<file path="config.mk">
export PLATFORM = sky130hd
export DESIGN_NAME = irq_token_moderator
export DESIGN_NICKNAME = d
export VERILOG_FILES = /design/src/rtl/itm_pkg.sv /design/src/rtl/itm_gap.sv /design/src/rtl/itm_token.sv /design/src/rtl/itm_status.sv /design/src/rtl/irq_token_moderator.sv
export SDC_FILE = /design/constraint.sdc
export NUM_CORES = 1
export LEC_CHECK = 0
export BUFFER_PORTS_ARGS = -buffer_cell sky130_fd_sc_hd__buf_4
export CORE_AREA = 5 5 58 65
export CTS_CLUSTER_DIAMETER = 50
export DETAILED_ROUTE_END_ITERATION = 12
export DIE_AREA = 0 0 63 70
export PLACE_DENSITY = 0.48
export SETUP_SLACK_MARGIN = 0.2
export SLEW_MARGIN = 5
export SYNTH_ARGS = -nofsm -noshare
export SYNTH_HDL_FRONTEND = slang
export SYNTH_SLANG_ARGS = --single-unit
</file>
<file path="constraint.sdc">
create_clock -name clk -period 3.68 [get_ports clk]
set_clock_uncertainty 0.15 [all_clocks]
set_input_delay 0.184 -clock clk [delete_from_list [all_inputs] [get_ports clk]]
set_output_delay 0.184 -clock clk [all_outputs]
set_load 0.02 [all_outputs]
</file>
<file path="src/rtl/itm_pkg.sv">
// Shared definitions for the interrupt token moderator.
// Assumes status word layout is fixed by the bit positions below.
package itm_pkg;

    typedef enum logic {
        OWNER_HW  = 1'b0,
        OWNER_DRV = 1'b1
    } owner_t;

    localparam int ST_WORK_BIT = 0;
    localparam int ST_ERR_BIT  = 1;
    localparam int ST_OWN_BIT  = 2;
    localparam int ST_RSV_BIT  = 3;
    localparam int ST_SNAP_LSB = 4;

endpackage

</file>
<file path="src/rtl/itm_gap.sv">
// Pending-work detector: distance from the last-handled index to the
// producer index, modulo DEPTH. Assumes both indices are below DEPTH.
module itm_gap #(
    parameter int DEPTH = 16,
    parameter int IDX_W = 4
) (
    input  logic [IDX_W-1:0] prod_idx,
    input  logic [IDX_W-1:0] done_idx,
    output logic             pending
);

    generate
        if (DEPTH == (1 << IDX_W)) begin : g_pow2
            logic [IDX_W-1:0] gap;
            // natural wrap of the index width is the modulo
            assign gap     = prod_idx - done_idx;
            assign pending = (gap != '0);
        end else begin : g_mod
            logic [IDX_W:0] gap;
            // explicit wrap for a depth that is not a power of two
            always_comb begin
                if (prod_idx >= done_idx)
                    gap = {1'b0, prod_idx} - {1'b0, done_idx};
                else
                    gap = {1'b0, prod_idx} + (IDX_W+1)'(DEPTH) - {1'b0, done_idx};
            end
            assign pending = (gap != '0);
        end
    endgenerate

endmodule

</file>
<file path="src/rtl/itm_token.sv">
// Token keeper: holds the owner, the last-handled index and the
// interrupt pulse. Assumes hb_idx is below DEPTH.
module itm_token
    import itm_pkg::*;
#(
    parameter int IDX_W = 4
) (
    input  logic             clk,
    input  logic             rst_n,
    input  logic             pending,
    input  logic             hb_wr,
    input  logic [IDX_W-1:0] hb_idx,
    output owner_t           owner,
    output logic [IDX_W-1:0] done_idx,
    output logic             give_now,
    output logic             stray_now,
    output logic             irq_q
);

    owner_t           owner_q;
    logic [IDX_W-1:0] done_q;
    logic             take_now;

    // events decided from the current owner
    always_comb begin
        give_now  = (owner_q == OWNER_HW) && pending;
        take_now  = (owner_q == OWNER_DRV) && hb_wr;
        stray_now = (owner_q == OWNER_HW) && hb_wr;
    end

    // owner, last-handled index and interrupt pulse registers
    always_ff @(posedge clk) begin
        if (!rst_n) begin
            owner_q <= OWNER_HW;
            done_q  <= '0;
            irq_q   <= 1'b0;
        end else begin
            irq_q <= give_now;
            if (give_now)
                owner_q <= OWNER_DRV;
            else if (take_now) begin
                owner_q <= OWNER_HW;
                done_q  <= hb_idx;
            end
        end
    end

    assign owner    = owner_q;
    assign done_idx = done_q;

endmodule

</file>
<file path="src/rtl/itm_status.sv">
// Status word: cause flags with read-to-clear, owner mirror and the
// producer index captured at interrupt time. Set beats clear.
module itm_status
    import itm_pkg::*;
#(
    parameter int IDX_W = 4,
    localparam int STAT_W = IDX_W + ST_SNAP_LSB
) (
    input  logic              clk,
    input  logic              rst_n,
    input  logic              give_now,
    input  logic              stray_now,
    input  logic              rd,
    input  logic [IDX_W-1:0]  snap_in,
    input  owner_t            owner,
    output logic [STAT_W-1:0] word
);

    logic             work_q;
    logic             err_q;
    logic [IDX_W-1:0] snap_q;

    // cause flags and snapshot register
    always_ff @(posedge clk) begin
        if (!rst_n) begin
            work_q <= 1'b0;
            err_q  <= 1'b0;
            snap_q <= '0;
        end else begin
            if (give_now) begin
                work_q <= 1'b1;
                snap_q <= snap_in;
            end else if (rd)
                work_q <= 1'b0;
            if (stray_now)
                err_q <= 1'b1;
            else if (rd)
                err_q <= 1'b0;
        end
    end

    // pack the status word
    always_comb begin
        word                                  = '0;
        word[ST_WORK_BIT]                     = work_q;
        word[ST_ERR_BIT]                      = err_q;
        word[ST_OWN_BIT]                      = (owner == OWNER_DRV);
        word[ST_RSV_BIT]                      = 1'b0;
        word[ST_SNAP_LSB +: IDX_W]            = snap_q;
    end

endmodule

</file>
<file path="src/rtl/irq_token_moderator.sv">
// Top: registers the producer index, detects pending work, moves the
// single ownership token and reports status. Assumes indices < DEPTH.
module irq_token_moderator
    import itm_pkg::*;
#(
    parameter int DEPTH = 16,
    localparam int IDX_W = (DEPTH > 1) ? $clog2(DEPTH) : 1
) (
    input  logic               clk,
    input  logic               rst_n,
    input  logic [IDX_W-1:0]   prod_idx,
    input  logic               hb_wr,
    input  logic [IDX_W-1:0]   hb_idx,
    input  logic               stat_rd,
    output logic [IDX_W+3:0]   stat_data,
    output logic               drv_owns,
    output logic               irq_pulse
);

    logic [IDX_W-1:0] prod_q;
    logic [IDX_W-1:0] done_idx;
    logic             pending;
    logic             give_now;
    logic             stray_now;
    owner_t           owner;

    // register the producer index coming from the descriptor side
    always_ff @(posedge clk) begin
        if (!rst_n)
            prod_q <= '0;
        else
            prod_q <= prod_idx;
    end

    itm_gap #(.DEPTH(DEPTH), .IDX_W(IDX_W)) u_gap (
        .prod_idx (prod_q),
        .done_idx (done_idx),
        .pending  (pending)
    );

    itm_token #(.IDX_W(IDX_W)) u_token (
        .clk       (clk),
        .rst_n     (rst_n),
        .pending   (pending),
        .hb_wr     (hb_wr),
        .hb_idx    (hb_idx),
        .owner     (owner),
        .done_idx  (done_idx),
        .give_now  (give_now),
        .stray_now (stray_now),
        .irq_q     (irq_pulse)
    );

    itm_status #(.IDX_W(IDX_W)) u_status (
        .clk       (clk),
        .rst_n     (rst_n),
        .give_now  (give_now),
        .stray_now (stray_now),
        .rd        (stat_rd),
        .snap_in   (prod_q),
        .owner     (owner),
        .word      (stat_data)
    );

    assign drv_owns = (owner == OWNER_DRV);

endmodule

</file>
==> results.ini, run 1 <==
[logic_synthesis]
ys_types = 24
synth_area_sq_um = 726
yosysSeqAreaShare_pct = 44.1
avgSynthCellArea_sq_um = 9.19
ys_ff_latch = 16
yosysWarnings = 0
syn-num-nets = 94
syn_inst = 79

[sta]
setup_slack_ns = 1.88
setup-tns-final_ns = 0
holdWs_ns = 0.0269
hold_violations = 0
post-route-min-period_ns = 1.80
fmax_ghz = 0.555
period_share_pct = 48.9
rsz0062_at_grt = no
slew_violations = 0
final-setup-viol-count = 0

[pwr]
p_per_area_nw_per_um2 = 436
cellLeakagePower_nw = 0.417
max-vdd-ir-drop_uv = 233

[floorplan]
io_pins = 22
initial_core_util_pct = 24.0
core_sq_um = 3020
die_w_um = 63
die_y_um = 70
rows = 21
die_area_sq_um = 4410

[placement]
place_ws_ns = 1.87
dpl.cell_count = 126
globalplace.congestion = 0.801
dpl.hpwl_um = 1070
io_buffers = 20

[drt]
drcViolationCount = 0
vias = 551
first_iter_violations = 6
viasPerCell = 4.11
avgRoutedWirePerCell_um = 10.4
first_pass_iters = 4
drt-total-wl_um = 1400
ant_nets = 0

[cells_and_area]
finalNetCount = 116
final_common_cell = buf_4
multi_input_area_sq_um = 344
final_layout_size_suffix_gt1_share_pct = 29.0
ff_latch_area_sq_um = 320
antenna_cells = 0
instances_no_fill = 134
areaGrowthSynthToFinish_pct = 31.2
final_cell_mix = buf_4, dfxtp_1, nand2_1, and2_1, inv_1
nFillCells = 313

[worst_setup_path]
crit_fanout = 6
rrSetupSlack_ns = 1.88
criticalPathCategory = reg -> reg
cp.required_ns = 3.74
arrival_ns = 1.87
cp-end-kind = flip-flop
start_kind = flip-flop

[run]
cap_violations = 0

[clock_tree]
clock-sinks = 16
cts-root-buf = clkbuf_4
clkTransAtPathRegs_ns = 0.09
cts-resized-gates = 0
cts_tree = done
insertion_delay_ns = 0.28
htree_num_levels = 1
clockBufferDepth = 2
cts_buffers = 3
cts_setup_buffers = 0

[global_routing]
grt_pass1_wl_um = 2530
grt_overflow = 0
grt.total_usage_pct = 7.02
antenna_found_initial = 0
grt_pass1_vias = 586
grt_max_degree = 21

[min_path]
hold_path.class = in -> reg

[status]
status = completed

-- cell usage after synthesis --
cell type	number	share of area (%)
dfxtp_1	16	44
nand2_1	15	7.8
and2_1	6	5.2
inv_1	5	2.6
a21boi_0	4	4.1
buf_4	4	4.1
mux2i_1	4	5.5
nand3_1	4	2.8
ha_1	3	5.2
a21oi_1	2	1.4
clkbuf_1	2	1.0
xnor2_2	2	4.5
a21oi_4	1	2.2
buf_2	1	0.69
conb_1	1	0.52
nand2_2	1	0.86
nand3b_1	1	1.0
nor2_1	1	0.52
nor2b_1	1	0.86
nor2b_2	1	1.2
nor3_1	1	0.69
o21a_1	1	1.0
o22ai_1	1	0.86
xnor2_1	1	1.2
-- worst max-delay path, cell delays in order, from the launching register on --
cell,delay [ns]
dfxtp_1,0.34
inv_1,0.05
ha_1,0.31
a21oi_1,0.19
nand2_2,0.09
xnor2_2,0.16
a21oi_4,0.24
mux2i_1,0.21
-- layer usage --
metal | wire length, um | vias to the layer above | share of wire, % | track usage (%)
li1 | - | 291 | - | -
met1 | 628 | 247 | 45 | 8.27
met2 | 673 | 11 | 48 | 11.5
met3 | 65 | 2 | 4.7 | 0.962
met4 | 27 | 0 | 1.9 | 4.95
met5 | 0 | - | 0 | 0
-- layout make-up --
cell class / count / share of cell area, %
clock buffer: 4 / 3.81
inverter: 5 / 1.97
multi-input combinational: 51 / 36.1
sequential: 16 / 33.6
tap: 34 / 4.47
timing repair buffer: 24 / 20.0
-- worst paths after layout --
kind / startpoint / to / cells after the start
worst min register to register: u_status.snap_q[1] / u_status.snap_q[1] / 2
worst max-delay path: u_token.done_idx[2] / u_status.snap_q[2] / 7
worst min-delay path: hb_idx[2] / u_token.done_idx[2] / 3
worst max register to register: u_token.done_idx[2] / u_status.snap_q[2] / 7
-- registers in the layout, indices dropped and copies added (netlist names) --
| signal | cells |
|---|---|
| prod_q | 4 |
| u_status.snap_q | 4 |
| u_token.done_idx | 4 |
| u_status.err_q | 1 |
| u_status.work_q | 1 |
| u_token.irq_q | 1 |
| u_token.owner | 1 |
-- power by group --
part | internal [mW] | total [mW] | leakage (nW) | switching (mW)
logic | 0.0505 | 0.101 | 0.264 | 0.0503
registers | 0.187 | 0.199 | 0.132 | 0.0113
clock network | 0.0601 | 0.115 | 0.0210 | 0.0550
total | 0.298 | 0.415 | 0.417 | 0.117
-- through the flow --
stage | area, sq um | util, % | total power, mW
CTS | 952 | 31.5 | 0.423
detailed placement | 876 | 29.0 | 0.302
floorplan | 726 | - | 0.273
global placement | 876 | 29.0 | 0.301
global route | 952 | 31.5 | 0.441
finish | 952 | 31.5 | 0.415
-- logic make-up after synthesis --
family	Yosys count	share of synthesized area, %
simple gates	31	20.9
flops	16	44.1
buf+inv	12	8.45
compound gates	9	9.66
mux	4	5.52
fa+ha+maj	3	5.17
xor+xnor	3	5.69
other cells	1	0.517
-- what timing repair did --
item,in CTS,in global routing
setup endpoints to repair,0,0
endpoints found under the hold margin,4,0
hold buffers,4,0
Power figures use the tool's default switching activity.
==> inputs of run 2 (changes only) <==
--- a/config.mk
+++ b/config.mk
@@ -5,12 +5,13 @@
 export SDC_FILE = /design/constraint.sdc
 export NUM_CORES = 1
 export LEC_CHECK = 0
+export ABC_AREA = 1
 export BUFFER_PORTS_ARGS = -buffer_cell sky130_fd_sc_hd__buf_4
 export CORE_AREA = 5 5 58 65
 export CTS_CLUSTER_DIAMETER = 50
 export DETAILED_ROUTE_END_ITERATION = 12
 export DIE_AREA = 0 0 63 70
-export PLACE_DENSITY = 0.48
+export PLACE_DENSITY = 0.49
 export SETUP_SLACK_MARGIN = 0.2
 export SLEW_MARGIN = 5
 export SYNTH_ARGS = -nofsm -noshare
==> constraint.sdc (replaced) <==
create_clock -name clk -period 1.7 [get_ports clk]
set_clock_uncertainty 0.15 [all_clocks]
set_input_delay 0.085 -clock clk [delete_from_list [all_inputs] [get_ports clk]]
set_output_delay 0.085 -clock clk [all_outputs]
set_load 0.02 [all_outputs]
==> run 2 against run 1 <==
  * Critical path depth grew 2
  * Utilization grew 8.0 points
  * Combinational power grew to 3.8 times the previous value
  * Worst hold slack gained 0.30 ns
  * Highest routed layer unchanged
  * Sequential power grew 120%
  * Setup slack lost 1.7 ns
  * First-iteration DRC count grew 130%
  * Cell count grew 33%
  * Maximum frequency grew 15%
==> results.ini, run 2 <==
[status]
status = completed  ; unchanged

[logic_synthesis]
synth_edf_count = 0  ; unchanged
syn-num-nets = 120  ; was 94
ys_ff_latch = 16  ; unchanged
synth_xor_area_share_pct = 0  ; was 5.69%
synth_top_area_cell = dfxtp_1  ; unchanged
synth_compound_area_share_pct = 6.80  ; was 9.66%
synth_area_sq_um = 736  ; was 726 sq um
synth.top_cells.by_count = nand2_1, inv_1, dfxtp_1  ; was dfxtp_1, nand2_1, and2_1
yosys.cell_count.top_type = nand2_1  ; was dfxtp_1
ys_types = 15  ; was 24
synth_top_family_by_area = simple AND/OR/NAND/NOR gates  ; unchanged
synth.area.mux_share_pct = 0  ; was 5.52%
synth_top_cells_by_area = dfxtp_1, nand2_1, inv_1  ; was dfxtp_1, nand2_1, mux2i_1
ys.flop_type = dfxtp_1  ; unchanged
ys_async_sr_fraction_pct = 0  ; unchanged
yosysWarnings = 0  ; unchanged
yosysSeqAreaShare_pct = 43.5  ; was 44.1%
syn_inst = 105  ; was 79
avgSynthCellArea_sq_um = 7.01  ; was 9.19 sq um
synth_fa_ha_area_share_pct = 5.10  ; was 5.17%
synth_top_area_share_pct = 43.5  ; was 44.1%
synth-simple-area-share_pct = 29.1  ; was 20.9%

[worst_setup_path]
reg2reg_from = prod_q[2]  ; was u_token.done_idx[2]
critPathMaxStageDelay_ns = 0.35  ; was 0.34 ns
slowest_stage = dfxtp_2  ; was dfxtp_1
critPathLaunch = prod_q[2]  ; was u_token.done_idx[2]
r2r_cells = 9  ; was 7
rrSetupSlack_ns = 0.13  ; was 1.88 ns
cp.required_ns = 1.78  ; was 3.74 ns
cp_cell_sequence = ha_4, or2_4, nand2_2, nand2_2, nand2_2, nor2_4, nor2_4, nor2_1, nor2_1  ; was inv_1, ha_1, a21oi_1, nand2_2, xnor2_2, a21oi_4, mux2i_1
start_kind = flip-flop  ; unchanged
arrival_ns = 1.65  ; was 1.87 ns
cp-end-kind = flip-flop  ; unchanged
crit_fanout = 5  ; was 6
reg2reg_to = u_status.snap_q[0]  ; was u_status.snap_q[2]
crit_path_frequent_cell = nand2_2
criticalPathCategory = reg -> reg  ; unchanged

[clock_tree]
cts_buffers = 3  ; unchanged
cts_tree = done  ; unchanged
cts-root-buf = clkbuf_4  ; unchanged
insertion_delay_ns = 0.29  ; was 0.28 ns
clockBufferDepth = 2  ; unchanged
clkTransAtPathRegs_ns = 0.09  ; about the same
htree_num_levels = 1  ; unchanged
clock-sinks = 16  ; unchanged

[drt]
viasPerCell = 4.27  ; was 4.11
vias = 760  ; was 551
ant_nets = 0  ; unchanged
drt-total-wl_um = 1770  ; was 1400 um
drcViolationCount = 0  ; unchanged
first_iter_violations = 14  ; was 6
avgRoutedWirePerCell_um = 9.97  ; was 10.4 um
first_pass_iters = 4  ; unchanged

[sta]
rsz0062_at_grt = yes  ; was no
holdWs_ns = 0.325  ; was 0.0269 ns
final-setup-viol-count = 0  ; unchanged
fmax_ghz = 0.638  ; was 0.555 GHz
post-route-min-period_ns = 1.57  ; was 1.80 ns
hold_violations = 0  ; unchanged
setup-tns-final_ns = 0  ; unchanged
period_share_pct = 92.2  ; was 48.9%
slew_violations = 0  ; unchanged

[floorplan]
rows = 21  ; unchanged
die_y_um = 70  ; unchanged
io_pins = 22  ; unchanged
initial_core_util_pct = 24.3  ; was 24.0%
die_area_sq_um = 4410  ; unchanged
core_sq_um = 3020  ; unchanged
die_w_um = 63  ; unchanged

[min_path]
hold_depth = 2  ; was 3
holdPathEnd = u_token.done_idx[1]  ; was u_token.done_idx[2]
hold_path.class = reg -> reg  ; was in -> reg
hp-start = u_token.done_idx[1]  ; was hb_idx[2]

[placement]
io_buffers = 20  ; unchanged
dpl.hpwl_um = 1230  ; was 1070 um
globalplace.congestion = 0.854  ; was 0.801
dpl.cell_count = 154  ; was 126
place_area_sq_um = 927  ; was 876 sq um

[global_routing]
grt_pass1_vias = 794  ; was 586
antenna_found_initial = 0  ; unchanged
grt_pass1_wl_um = 3210  ; was 2530 um
grt_max_degree = 18  ; was 21
grt_overflow = 0  ; unchanged
grt.total_usage_pct = 8.85  ; was 7.02%

[cells_and_area]
final_cell_mix = buf_4, nand2_1, inv_1, dlygate4sd3_1, dfxtp_1  ; was buf_4, dfxtp_1, nand2_1, and2_1, inv_1
fin_util_pct = 39.5  ; was 31.5%
final_common_cell = buf_4  ; unchanged
instances_no_fill = 178  ; was 134
finalNetCount = 160  ; was 116
areaGrowthSynthToFinish_pct = 62.2  ; was 31.2%
nFillCells = 311  ; was 313
antenna_cells = 0  ; unchanged
final_area_sq_um = 1190  ; was 952 sq um
final_layout_size_suffix_gt1_share_pct = 34.7  ; was 29.0%

[pwr]
p_per_area_nw_per_um2 = 901  ; was 436 nW/um^2
cellLeakagePower_nw = 0.597  ; was 0.417 nW
max-vdd-ir-drop_uv = 445  ; was 233 uV

[run]
cap_violations = 0  ; unchanged

-- run 2: cell types whose count changed in the layout (fill, tap and decap cells not counted), moves of 5 or more --
| cell | before | now |
|---|---|---|
| dlygate4sd3_1 | 4 | 16 |
| inv_1 | 5 | 16 |
| nor2_1 | 1 | 11 |
| and2_1 | 6 | 0 |
| buf_4 | 20 | 25 |
| nand2_1 | 15 | 20 |
-- run 2: layout make-up --
| cell class | instances | area (sq um) | area share (%) |
|---|---|---|---|
| clock buffers | 4 | 36.3 | 3.04 |
| inverters | 19 | 71.3 | 5.97 |
| multi-input cells | 64 | 370 | 31.0 |
| flip-flops and latches | 16 | 325 | 27.3 |
| well taps | 34 | 42.5 | 3.56 |
| repair buffers | 41 | 348 | 29.1 |
-- run 2: what timing repair did --
action	CTS	global route
endpoints found under the setup margin	6	7
buffers inserted	1	3
cloned	0	0
pin swaps	1	3
gates resized for setup	4	10
hold endpoints to repair	16	0
hold buffers	16	0
-- run 2: worst max path at each step --
stage	cells past startpoint	slack (ns)	end
2_1_floorplan	8	0.17	u_status.snap_q[0]
3_3_place_gp	8	0.12	u_status.snap_q[0]
3_5_place_dp	11	0.10	u_status.snap_q[0]
4_1_cts	9	0.13	u_status.snap_q[3]
5_1_grt	11	0.02	u_status.snap_q[0]
6_report	9	0.13	u_status.snap_q[0]
-- run 2: cells by family after synthesis --
group	Yosys count
adders and majority gates	3
and+or+nand+nor	50
AOI/OAI and AO/OA	10
buffers and inverters	25
DFF	16
other	1
-- run 2: per-stage QoR --
stage / total power [mW] / setup WS (ns)
global placement: 0.756 / 0.115
finish: 1.08 / 0.132
CTS: 1.05 / 0.128
global route: 1.15 / 0.0245
detailed placement: 0.760 / 0.105
floorplan: 0.664 / 0.175
-- run 2: power by group --
group | leakage [nW] | internal (mW) | switching [mW] | total (mW)
Clock | 0.0210 | 0.130 | 0.119 | 0.249
Combinational | 0.442 | 0.178 | 0.206 | 0.384
Sequential | 0.134 | 0.420 | 0.0218 | 0.442
Total | 0.597 | 0.728 | 0.347 | 1.08
-- run 2: routing by layer --
layer	up-vias	global-route usage, %	part of all wire [%]
met3	5	1.12	3.6
met2	15	15.8	54
li1	394	-	-
met5	-	0	0
met4	0	6.13	3.0
met1	346	9.38	40
-- run 2: critical path: cells and delay by family, from the launching register on --
| family | cells | cell delay [ns] |
|---|---|---|
| and+or+nand+nor | 8 | 0.76 |
| DFF | 1 | 0.35 |
| adders and majority gates | 1 | 0.24 |
